===== src/rtl/bp_pkg.sv =====
// Package: shared branch-kind encoding for the front-end predictor.
// Assumes the decoder supplies one of these eight codes with each query.
package bp_pkg;

    typedef enum logic [2:0] {
        BK_NONE  = 3'd0,
        BK_COND  = 3'd1,
        BK_CALL  = 3'd2,
        BK_RET   = 3'd3,
        BK_IND   = 3'd4,
        BK_FCALL = 3'd5,
        BK_IRET  = 3'd6,
        BK_SWINT = 3'd7
    } br_kind_e;

    // True for transfers the predictor never handles
    function automatic logic kind_is_far(input br_kind_e k);
        return (k == BK_FCALL) || (k == BK_IRET) || (k == BK_SWINT);
    endfunction

    // True for kinds whose retirement trains the target buffer
    function automatic logic kind_trains(input br_kind_e k);
        return (k == BK_COND) || (k == BK_CALL) || (k == BK_IND);
    endfunction

endpackage


===== src/rtl/bp_static_dir.sv =====
// Module: static fallback arithmetic.
// Gives the displacement sign, the displaced target and the fall-through
// address. Assumes fixed-size instructions of INSN_BYTES bytes.
module bp_static_dir #(
    parameter int PC_W       = 32,
    parameter int INSN_BYTES = 4
) (
    input  logic [PC_W-1:0] pc,
    input  logic [PC_W-1:0] disp,
    output logic            backward,
    output logic [PC_W-1:0] disp_target,
    output logic [PC_W-1:0] fall_thru
);

    // Sign bit decides backward versus forward; adders form both addresses
    always_comb begin
        backward    = disp[PC_W-1];
        disp_target = pc + disp;
        fall_thru   = pc + PC_W'(INSN_BYTES);
    end

endmodule


===== src/rtl/bp_target_buffer.sv =====
// Module: direct-mapped branch target buffer with 2-bit history counters.
// Lookup is combinational. Updates come only from the retirement port.
// Assumes ENTRIES is a power of two.
module bp_target_buffer #(
    parameter int PC_W     = 32,
    parameter int ENTRIES  = 16,
    parameter int OFF_BITS = 2
) (
    input  logic            clk,
    input  logic            rst_n,
    input  logic [PC_W-1:0] lk_pc,
    output logic            lk_hit,
    output logic [PC_W-1:0] lk_target,
    output logic [1:0]      lk_ctr,
    input  logic            upd_en,
    input  logic [PC_W-1:0] upd_pc,
    input  logic            upd_taken,
    input  logic [PC_W-1:0] upd_target
);

    localparam int IDX_W = $clog2(ENTRIES);
    localparam int TAG_W = PC_W - IDX_W - OFF_BITS;

    logic [ENTRIES-1:0]      vld_q;
    logic [ENTRIES-1:0][1:0] ctr_q;
    logic [TAG_W-1:0]        tag_q [ENTRIES];
    logic [PC_W-1:0]         tgt_q [ENTRIES];

    logic [IDX_W-1:0] lk_idx, u_idx;
    logic [TAG_W-1:0] lk_tag, u_tag;
    logic             u_hit;

    // Split both addresses into index and tag
    always_comb begin
        lk_idx = lk_pc[OFF_BITS +: IDX_W];
        lk_tag = lk_pc[PC_W-1 -: TAG_W];
        u_idx  = upd_pc[OFF_BITS +: IDX_W];
        u_tag  = upd_pc[PC_W-1 -: TAG_W];
    end

    // Prediction-side lookup
    always_comb begin
        lk_hit    = vld_q[lk_idx] && (tag_q[lk_idx] == lk_tag);
        lk_target = tgt_q[lk_idx];
        lk_ctr    = ctr_q[lk_idx];
    end

    // Retirement-side hit detection
    always_comb begin
        u_hit = vld_q[u_idx] && (tag_q[u_idx] == u_tag);
    end

    // Valid bits and counters: train on hit, allocate on taken miss
    always_ff @(posedge clk) begin
        if (!rst_n) begin
            vld_q <= '0;
            ctr_q <= '0;
        end else if (upd_en) begin
            if (u_hit) begin
                if (upd_taken && ctr_q[u_idx] != 2'd3)
                    ctr_q[u_idx] <= ctr_q[u_idx] + 2'd1;
                else if (!upd_taken && ctr_q[u_idx] != 2'd0)
                    ctr_q[u_idx] <= ctr_q[u_idx] - 2'd1;
            end else if (upd_taken) begin
                vld_q[u_idx] <= 1'b1;
                ctr_q[u_idx] <= 2'd2;
            end
        end
    end

    // Tag and target storage: written on any taken retirement
    always_ff @(posedge clk) begin
        if (upd_en && upd_taken) begin
            tag_q[u_idx] <= u_tag;
            tgt_q[u_idx] <= upd_target;
        end
    end

    AST_CTR_SAT_HI: assert property (@(posedge clk) disable iff (!rst_n)
        (upd_en && u_hit && upd_taken && ctr_q[u_idx] == 2'd3)
        |=> ctr_q[$past(u_idx)] == 2'd3);
    AST_CTR_SAT_LO: assert property (@(posedge clk) disable iff (!rst_n)
        (upd_en && u_hit && !upd_taken && ctr_q[u_idx] == 2'd0)
        |=> ctr_q[$past(u_idx)] == 2'd0);
    AST_ALLOC_WEAK: assert property (@(posedge clk) disable iff (!rst_n)
        (upd_en && !u_hit && upd_taken)
        |=> vld_q[$past(u_idx)] && ctr_q[$past(u_idx)] == 2'd2);
    AST_NT_NO_ALLOC: assert property (@(posedge clk) disable iff (!rst_n)
        (upd_en && !u_hit && !upd_taken) |=> $stable(vld_q));
    AST_IDLE_STABLE: assert property (@(posedge clk) disable iff (!rst_n)
        !upd_en |=> $stable(vld_q) && $stable(ctr_q));

endmodule


===== src/rtl/bp_return_stack.sv =====
// Module: circular return address stack.
// A push onto a full stack overwrites the oldest slot. A pop from an empty
// stack keeps the pointer still. Assumes DEPTH is a power of two and that
// push and pop are never requested in the same cycle.
module bp_return_stack #(
    parameter int PC_W  = 32,
    parameter int DEPTH = 16
) (
    input  logic            clk,
    input  logic            rst_n,
    input  logic            push,
    input  logic [PC_W-1:0] push_addr,
    input  logic            pop,
    output logic [PC_W-1:0] top_addr,
    output logic            empty
);

    localparam int PTR_W = $clog2(DEPTH);
    localparam int CNT_W = $clog2(DEPTH + 1);

    logic [PC_W-1:0]  slot_q [DEPTH];
    logic [PTR_W-1:0] tp_q;
    logic [CNT_W-1:0] cnt_q;
    logic [PTR_W-1:0] tp_inc;

    // Next slot for a push (wraps modulo DEPTH)
    always_comb begin
        tp_inc   = tp_q + PTR_W'(1);
        top_addr = slot_q[tp_q];
        empty    = (cnt_q == '0);
    end

    // Pointer and occupancy count
    always_ff @(posedge clk) begin
        if (!rst_n) begin
            tp_q  <= '0;
            cnt_q <= '0;
        end else if (push) begin
            tp_q <= tp_inc;
            if (cnt_q != CNT_W'(DEPTH))
                cnt_q <= cnt_q + CNT_W'(1);
        end else if (pop && !empty) begin
            tp_q  <= tp_q - PTR_W'(1);
            cnt_q <= cnt_q - CNT_W'(1);
        end
    end

    // Slot storage
    always_ff @(posedge clk) begin
        if (push)
            slot_q[tp_inc] <= push_addr;
    end

    AST_PUSH_VISIBLE: assert property (@(posedge clk) disable iff (!rst_n)
        push |=> top_addr == $past(push_addr));
    AST_FULL_WRAP: assert property (@(posedge clk) disable iff (!rst_n)
        (push && cnt_q == CNT_W'(DEPTH)) |=> cnt_q == CNT_W'(DEPTH));
    AST_UNDERFLOW_HOLD: assert property (@(posedge clk) disable iff (!rst_n)
        (pop && !push && empty) |=> $stable(tp_q) && empty);

endmodule


===== src/rtl/bp_front_predictor.sv =====
// Module: top of the front-end branch predictor.
// Combines the target buffer, the static rule and the return stack into a
// registered prediction one cycle after each query. The buffer is trained
// only from the retirement port. Assumes 4-byte instructions and that a
// query and a retirement for the same address never share a cycle.
module bp_front_predictor
    import bp_pkg::*;
#(
    parameter int PC_W       = 32,
    parameter int BTB_DEPTH  = 16,
    parameter int RAS_DEPTH  = 16,
    parameter int INSN_BYTES = 4
) (
    input  logic            clk,
    input  logic            rst_n,
    input  logic            q_valid,
    input  logic [PC_W-1:0] q_pc,
    input  logic [2:0]      q_kind,
    input  logic [PC_W-1:0] q_disp,
    input  logic            r_valid,
    input  logic [PC_W-1:0] r_pc,
    input  logic [2:0]      r_kind,
    input  logic            r_taken,
    input  logic [PC_W-1:0] r_target,
    output logic            p_valid,
    output logic            p_taken,
    output logic [PC_W-1:0] p_next_pc,
    output logic            p_nopred,
    output logic            p_dyn,
    output logic            p_lowconf
);

    localparam int OFF_BITS = $clog2(INSN_BYTES);

    br_kind_e        qk, rk;
    logic            btb_hit;
    logic [PC_W-1:0] btb_tgt;
    logic [1:0]      btb_ctr;
    logic            st_back;
    logic [PC_W-1:0] st_tgt, st_fall;
    logic [PC_W-1:0] ras_top;
    logic            ras_empty, ras_push, ras_pop;
    logic            upd_en;

    logic            n_taken, n_nopred, n_dyn, n_low;
    logic [PC_W-1:0] n_tgt;

    // Decode the kind codes
    always_comb begin
        qk = br_kind_e'(q_kind);
        rk = br_kind_e'(r_kind);
    end

    // Retirement gate: only near kinds that carry buffer state train it
    always_comb begin
        upd_en = r_valid && kind_trains(rk);
    end

    bp_target_buffer #(
        .PC_W(PC_W), .ENTRIES(BTB_DEPTH), .OFF_BITS(OFF_BITS)
    ) i_btb (
        .clk(clk), .rst_n(rst_n),
        .lk_pc(q_pc), .lk_hit(btb_hit), .lk_target(btb_tgt), .lk_ctr(btb_ctr),
        .upd_en(upd_en), .upd_pc(r_pc), .upd_taken(r_taken),
        .upd_target(r_target)
    );

    bp_static_dir #(
        .PC_W(PC_W), .INSN_BYTES(INSN_BYTES)
    ) i_static (
        .pc(q_pc), .disp(q_disp),
        .backward(st_back), .disp_target(st_tgt), .fall_thru(st_fall)
    );

    // Stack traffic happens at prediction time
    always_comb begin
        ras_push = q_valid && (qk == BK_CALL);
        ras_pop  = q_valid && (qk == BK_RET);
    end

    bp_return_stack #(
        .PC_W(PC_W), .DEPTH(RAS_DEPTH)
    ) i_ras (
        .clk(clk), .rst_n(rst_n),
        .push(ras_push), .push_addr(st_fall), .pop(ras_pop),
        .top_addr(ras_top), .empty(ras_empty)
    );

    // Choose direction and target per branch kind
    always_comb begin
        n_taken  = 1'b0;
        n_tgt    = st_fall;
        n_nopred = 1'b0;
        n_dyn    = 1'b0;
        n_low    = 1'b0;
        unique case (qk)
            BK_COND: begin
                if (btb_hit) begin
                    n_dyn   = 1'b1;
                    n_taken = btb_ctr[1];
                    n_tgt   = btb_tgt;
                end else begin
                    n_taken = st_back;
                    n_tgt   = st_tgt;
                end
            end
            BK_CALL: begin
                n_taken = 1'b1;
                n_dyn   = btb_hit;
                n_tgt   = btb_hit ? btb_tgt : st_tgt;
            end
            BK_RET: begin
                n_taken = 1'b1;
                n_tgt   = ras_top;
                n_low   = ras_empty;
            end
            BK_IND: begin
                n_dyn   = btb_hit;
                n_taken = btb_hit;
                n_tgt   = btb_tgt;
            end
            BK_FCALL, BK_IRET, BK_SWINT: begin
                n_nopred = 1'b1;
            end
            default: begin
                n_taken = 1'b0;
            end
        endcase
    end

    // Register the prediction for the fetch stage
    always_ff @(posedge clk) begin
        if (!rst_n) begin
            p_valid   <= 1'b0;
            p_taken   <= 1'b0;
            p_next_pc <= '0;
            p_nopred  <= 1'b0;
            p_dyn     <= 1'b0;
            p_lowconf <= 1'b0;
        end else begin
            p_valid   <= q_valid;
            p_taken   <= q_valid && n_taken;
            p_next_pc <= n_taken ? n_tgt : st_fall;
            p_nopred  <= q_valid && n_nopred;
            p_dyn     <= q_valid && n_dyn;
            p_lowconf <= q_valid && n_low;
        end
    end

    AST_LATENCY: assert property (@(posedge clk) disable iff (!rst_n)
        q_valid |=> p_valid);
    AST_LATENCY_IDLE: assert property (@(posedge clk) disable iff (!rst_n)
        !q_valid |=> !p_valid);
    AST_FAR_NOPRED: assert property (@(posedge clk) disable iff (!rst_n)
        (q_valid && kind_is_far(qk)) |=> p_nopred && !p_taken);
    AST_STATIC_SIGN: assert property (@(posedge clk) disable iff (!rst_n)
        (q_valid && qk == BK_COND && !btb_hit)
        |=> p_taken == $past(q_disp[PC_W-1]) && !p_dyn);
    AST_RET_TOP: assert property (@(posedge clk) disable iff (!rst_n)
        (q_valid && qk == BK_RET) |=> p_taken && p_next_pc == $past(ras_top));

endmodule


===== config.mk =====
export PLATFORM = sky130hd
export DESIGN_NAME = bp_front_predictor
export DESIGN_NICKNAME = d
export VERILOG_FILES = /design/src/rtl/bp_pkg.sv /design/src/rtl/bp_static_dir.sv /design/src/rtl/bp_target_buffer.sv /design/src/rtl/bp_return_stack.sv /design/src/rtl/bp_front_predictor.sv
export SDC_FILE = /design/constraint.sdc
export NUM_CORES = 2
export LEC_CHECK = 0
export BUFFER_PORTS_ARGS = -buffer_cell sky130_fd_sc_hd__buf_2
export CAP_MARGIN = 30
export CORE_ASPECT_RATIO = 0.75
export CORE_MARGIN = 4
export CORE_UTILIZATION = 60
export CTS_BUF_LIST = sky130_fd_sc_hd__clkbuf_2
export CTS_CLUSTER_SIZE = 40
export DETAILED_ROUTE_END_ITERATION = 8
export HOLD_SLACK_MARGIN = 0.1
export PLACE_DENSITY_LB_ADDON = 0.1
export SLEW_MARGIN = 25
export SYNTH_ARGS = -nofsm -noshare
export SYNTH_HDL_FRONTEND = slang
export SYNTH_SLANG_ARGS = --single-unit

===== constraint.sdc =====
create_clock -name clk -period 20.4 [get_ports clk]
set_clock_uncertainty 0.1 [all_clocks]
set_input_delay 5.1 -clock clk [delete_from_list [all_inputs] [get_ports clk]]
set_output_delay 5.1 -clock clk [all_outputs]
set_load 0.01 [all_outputs]

* Word-level counts from Yosys, hierarchy flattened
Memory sizes are Yosys's and may differ from the RTL's. A register that Yosys moved wholly into a read port is not among the register bits. Cells that the tools add are included.
Storage, ports and cells: bits in registers 94, RAM bits 1440, output and inout port bits 37, memories 3
Cells by class: add/subtract/negate cells 8, order comparisons 3, eq/ne operators 16, mux-type cells 38, bitwise gates (word level) 5, reduce and logical (&&, ||, !) cells 29
Memories:
- i_btb.tgt_q | words 16, bits a word 32, read ports 1, clocked after Yosys merged registers in 0, wr ports 1, RTL line bp_target_buffer.sv:27 | logic [PC_W-1:0] tgt_q [ENTRIES];
- i_ras.slot_q | words 16, bits a word 32, read ports 1, clocked after Yosys merged registers in 1, wr ports 1, RTL line bp_return_stack.sv:21 | logic [PC_W-1:0] slot_q [DEPTH];
- i_btb.tag_q | words 16, bits a word 26, read ports 2, clocked after Yosys merged registers in 0, wr ports 1, RTL line bp_target_buffer.sv:26 | logic [TAG_W-1:0] tag_q [ENTRIES];
Operator list (number):
- 2-to-1 mux 32 bit | 6
- case mux 32 bit (3 select lines) | 1
- bitwise mux 32 bit | 2
- equality test 26 bit | 2
- adder 32 x 3 -> 32 bit, second input constant | 1
- adder 32 bit | 1
- OR 16 bit | 2
- AND 16 bit | 1
- binary-select mux 2 bit (select 4 bit) | 2
- 2-to-1 mux 4 bit | 4
- NOT 16 bit | 1
- equality test 3 bit, second input constant | 5
- 2-to-1 mux 5 bit | 3
- logical AND 1 bit | 14
- 2-to-1 mux 1 bit | 11
- < comparator 4 x 5 -> 1 bit, second input constant | 2
- equality test 3 x 2 -> 1 bit, second input constant | 3
- binary-select mux 1 bit (select 4 bit) | 2
- demux 2 bit (select 4 bit) | 1
- equality test 3 x 1 -> 1 bit, second input constant | 2
- 2-to-1 mux 2 bit | 3
- AND reduction 3 bit | 2
- nonzero test 2 bit | 3
- OR reduction 2 bit | 3
- 19 further kinds | 22

* Depth between registers and ports, before layout
depth in word-level cells 8, depth in mapped cells 18

* Hierarchy
A second synthesis with hierarchy kept.
Second synthesis, totals: cells, all modules 3420, area, all modules 66149.7 µm²
By module, submodules not included:
- bp_target_buffer | instances 1, cells an instance 2001, area an instance 41950.2 µm², seq. area each 28827.6 µm²
- bp_return_stack | instances 1, cells an instance 904, area an instance 20014.2 µm², seq. area each 15635.0 µm²
- bp_static_dir | instances 1, cells an instance 306, area an instance 2143.3 µm², seq. area each 0.0 µm²
- bp_front_predictor | instances 1, cells an instance 209, area an instance 2042.0 µm², seq. area each 740.7 µm²

* Least setup slack after synthesis
OpenSTA, ideal clock, no wires.
path type input-to-reg, start point input r_pc[2], end point memory i_btb.tag_q[12][0] in the netlist's numbering (enable), arrival time 10217 ps, required time 19755 ps, slack 9538 ps, stages 6, path through buf_2 > buf_2 > buf_2 > or2_2 > clkbuf_1 > nor3_1
RTL lines:
- from (decl) | RTL line bp_front_predictor.sv:21 | input logic [PC_W-1:0] r_pc,
- to (decl) | RTL line bp_target_buffer.sv:26
Straight into the memory's write port.

* Final worst setup path
start point input q_pc[2], end point register p_next_pc[19]
On the way: longest elaborated chain between the ends 6, elaborated cells between the ends (all ways) 15
Ends and longest elaborated chain:
- from (decl) | RTL line bp_front_predictor.sv:17 | input logic [PC_W-1:0] q_pc,
- memory (16 x 26 bit) or binary-select mux 1 bit (select 4 bit) (tied branches)
- equality test 26 bit or 2-to-1 mux 1 bit (tied branches) | RTL line bp_target_buffer.sv:43 | lk_hit = vld_q[lk_idx] && (tag_q[lk_idx] == lk_tag);
- logical AND 1 bit | RTL line bp_target_buffer.sv:43
- 2-to-1 mux 32 bit or 2-to-1 mux 1 bit (tied branches) | RTL line bp_front_predictor.sv:98, bp_front_predictor.sv:110
- case mux 32 bit (3 select lines) or case mux 1 bit (3 select lines) (tied branches) | RTL line bp_front_predictor.sv:96 | unique case (qk)
- 2-to-1 mux 32 bit * | RTL line bp_front_predictor.sv:143 | p_next_pc <= n_taken ? n_tgt : st_fall;
- to (signal assigned) | RTL line bp_front_predictor.sv:143
- to (decl) | RTL line bp_front_predictor.sv:27 | output logic [PC_W-1:0] p_next_pc,
Every way passes the cells marked *; elsewhere a longest branch is shown, timed or not. The select of a mux whose other input is x is not followed. A chain may end at the register's enable or synchronous reset.

==> results.yml <==
timing:
  relSlewSlack_pct: 26.1
  worst_slack_ns: 10.53
  rsz0062_at_grt: "false"
  final_hold_viol_count: 0
  setup_violations: 0
  drv_slew: 0
  timing.fmax_mhz: 101
  timing.final.crit_share_pct: 48.4
  fin_tns_setup_ns: 0
  min_period_ns: 9.87
  worst_pin_slew_ns: 1.11
  holdWs_ns: 0.363
min_path:
  hold_class: "flop to flop"
  hp-start: "i_btb.ctr_q[20]"
yosys:
  yosysWarnings: 0
  async_reset_ff_share_pct: 0
  ys_types: 78
  synth_nets: 3779
  syn_inst: 3595
  synth-edff-count: 1440
  synthesis.area_sq_mm: 0.0661
  postSynthAreaPerCell_sq_um: 18.4
  yosysSeqAreaShare_pct: 68.4
  ys.flop_type: "edfxtp_1"
  ys_ff_latch: 1538
worst_setup_path:
  startpoint: "q_pc[2]"
  cp_slowest_stage_delay_ns: 0.85
  r2r-start: "i_btb.tag_q[13][2]"
  critPathKind: "primary input to flop"
  critPathTopFamily: "buffers and inverters"
  crit_arrival_ns: 11.30
  endpoint_kind: "flop"
  slowest_stage: "buf_4"
  startpoint_type: "primary input"
  path_buf_inv: 5
  worst_ep_required_time_ns: 21.83
  worstPathMaxFanout: 69
  crit_chain: "buf_8 -> buf_4 -> buf_4 -> buf_4 -> buf_4 -> mux2i_1 -> a221oi_1 -> o21ai_0 -> nand2_1 -> nand3b_1 -> nor4_1 -> a31oi_1 -> a21oi_1 -> o221a_2"
  critPathMostFrequentCell: "buf_4"
grt:
  overflow: 0
  grt_antenna_before_repair: 19
  grt_max_degree: 112
  track_usage_pct: 31.6
  first_global_vias: 38900
  grt_pass1_wl_um: 260000
cts:
  clk_latency_ns: 1.68
  cts_resized: 0
  cts_sinks: 1538
  numCtsBuffers: 368
  cts_buffer_depth: 4
  ctsHoldBuffers: 0
  clk_pin_slew_ns: 0.12
  htree_levels: 5
  cts_tree: "done"
  clockRootBuffer: "clkbuf_2"
  postCtsSetupBuffers: 0
die:
  dieWidth_um: 391
  io_pins: 176
  initial_utilization_pct: 60.4
  dieArea_sq_mm: 0.116
  coreArea_sq_mm: 0.109
  die_height_um: 295
  num_rows: 105
placement:
  place_congestion: 0.930
  hpwlAfterDp_um: 106000
  port_buffers: 173
  dpl_worst_slack_ns: 8.89
route:
  wl_um: 181000
  first_iter_violations: 4925
  dr_wl_met2_um: 83900
  drt-vias-per-instance: 6.73
  final_antenna_net_count: 0
  drc: 0
  drt_pass1_iterations: 6
  wl_met3_um: 19800
  wl_met1_um: 71000
  top_layer: "met5"
  dr_total_vias: 38500
  wl_per_cell_um: 31.7
pwr:
  ir_worst_vdd_v: 0.0000496
  powerDensity_mw_per_mm2: 81.8
  finalPower_mw: 5.90
  power_leakage_nw: 24.0
outcome:
  status: "completed"
layout:
  areaGrowthSynthToFinish_pct: 9.14
  num-fill-cells: 7532
  drive_gt1_share_pct: 31.2
  layout_commonest_cell: "edfxtp_1"
  regArea_sq_mm: 0.0452
  multi_input_area_sq_mm: 0.0202
  layout_common_cells: "edfxtp_1, clkbuf_2, mux4_2, mux2i_1, buf_2"
  finalNetCount: 4187
job:
  cap_violations: 0
-- synth_stat cells (21+ instances only) --
master | instances | area share, %
mux4_2 | 431 | 15
a22oi_1 | 73 | 0.83
xor2_1 | 41 | 0.54
o21ai_0 | 82 | 0.62
nor2_1 | 104 | 0.59
nand2_1 | 138 | 0.78
clkbuf_1 | 127 | 0.72
a21oi_1 | 57 | 0.43
mux2i_1 | 258 | 3.9
buf_1 | 32 | 0.18
ha_1 | 43 | 0.81
xnor2_1 | 74 | 0.98
buf_2 | 54 | 0.41
dfxtp_1 | 98 | 3.0
a31oi_1 | 35 | 0.33
o21a_1 | 21 | 0.24
nor3_1 | 49 | 0.37
a221oi_1 | 74 | 0.98
edfxtp_1 | 1440 | 65
inv_1 | 25 | 0.14
nand3_1 | 34 | 0.26
-- layout make-up --
type	count	area share, %
sequential	1538	62.7
multi-input combinational	1804	28.0
clock buffer	520	3.61
tap	1444	2.51
timing repair buffer	264	2.27
clock inverter	102	0.760
inverter	27	0.141
antenna	17	0.0590
-- cells by family after synthesis --
group	after synthesis	synth area share (%)
buf+inv	253	1.69
compound gates	493	5.33
flops	1538	68.4
mux	701	18.9
simple gates	450	3.30
fa+ha+maj	45	0.875
xor+xnor	115	1.52
-- worst min-delay path, delay by kind of cell, from the launching register on --
kind             cells  cell delay [ns]
muxes                1             0.05
and+or+nand+nor      1             0.05
DFF                  1             0.32
-- stage by stage --
| step | utilization [%] | cell area, sq um | cells |
|---|---|---|---|
| 2_1_floorplan | - | 66100 | 3595 |
| 5_1_grt | 66.0 | 72100 | 5709 |
| 6_report | 66.0 | 72100 | 5716 |
| 3_3_place_gp | 62.8 | 68700 | 5069 |
| 3_5_place_dp | 62.9 | 68800 | 5075 |
| 4_1_cts | 65.8 | 71900 | 5697 |
-- registers in the layout, summed over array words and instances, names as in the netlist, named ones only --
name,flops
p_valid,1
i_ras.tp_q,4
i_btb.ctr_q,32
p_next_pc,32
i_btb.vld_q,16
i_btb.tag_q,416
p_nopred,1
i_btb.tgt_q,512
p_dyn,1
i_ras.cnt_q,5
p_taken,1
i_ras.slot_q,512
p_lowconf,1
-- where the power goes --
group | internal (mW) | switching (mW) | leakage, nW | total, mW
Sequential | 3.47 | 0.0133 | 13.8 | 3.48
Clock | 0.743 | 1.18 | 2.42 | 1.92
Combinational | 0.184 | 0.314 | 7.85 | 0.498
Total | 4.39 | 1.51 | 24.0 | 5.90
-- routing by layer --
| layer | GRT usage (%) | up-vias |
|---|---|---|
| met5 | 0 | - |
| met4 | 13.2 | 6 |
| met3 | 7.44 | 391 |
| met2 | 47.3 | 2348 |
| met1 | 45.5 | 19700 |
| li1 | - | 16000 |
-- path summary, 6_finish.rpt --
kind                          end  slack, ns  cells past startpoint
hold reg to reg   i_btb.ctr_q[20]       0.36                      2
hold / removal    i_btb.ctr_q[20]       0.36                      2
setup reg to reg    p_next_pc[15]      15.79                      9
setup / recovery    p_next_pc[19]      10.53                     14
(Power assumes the default switching activity.)
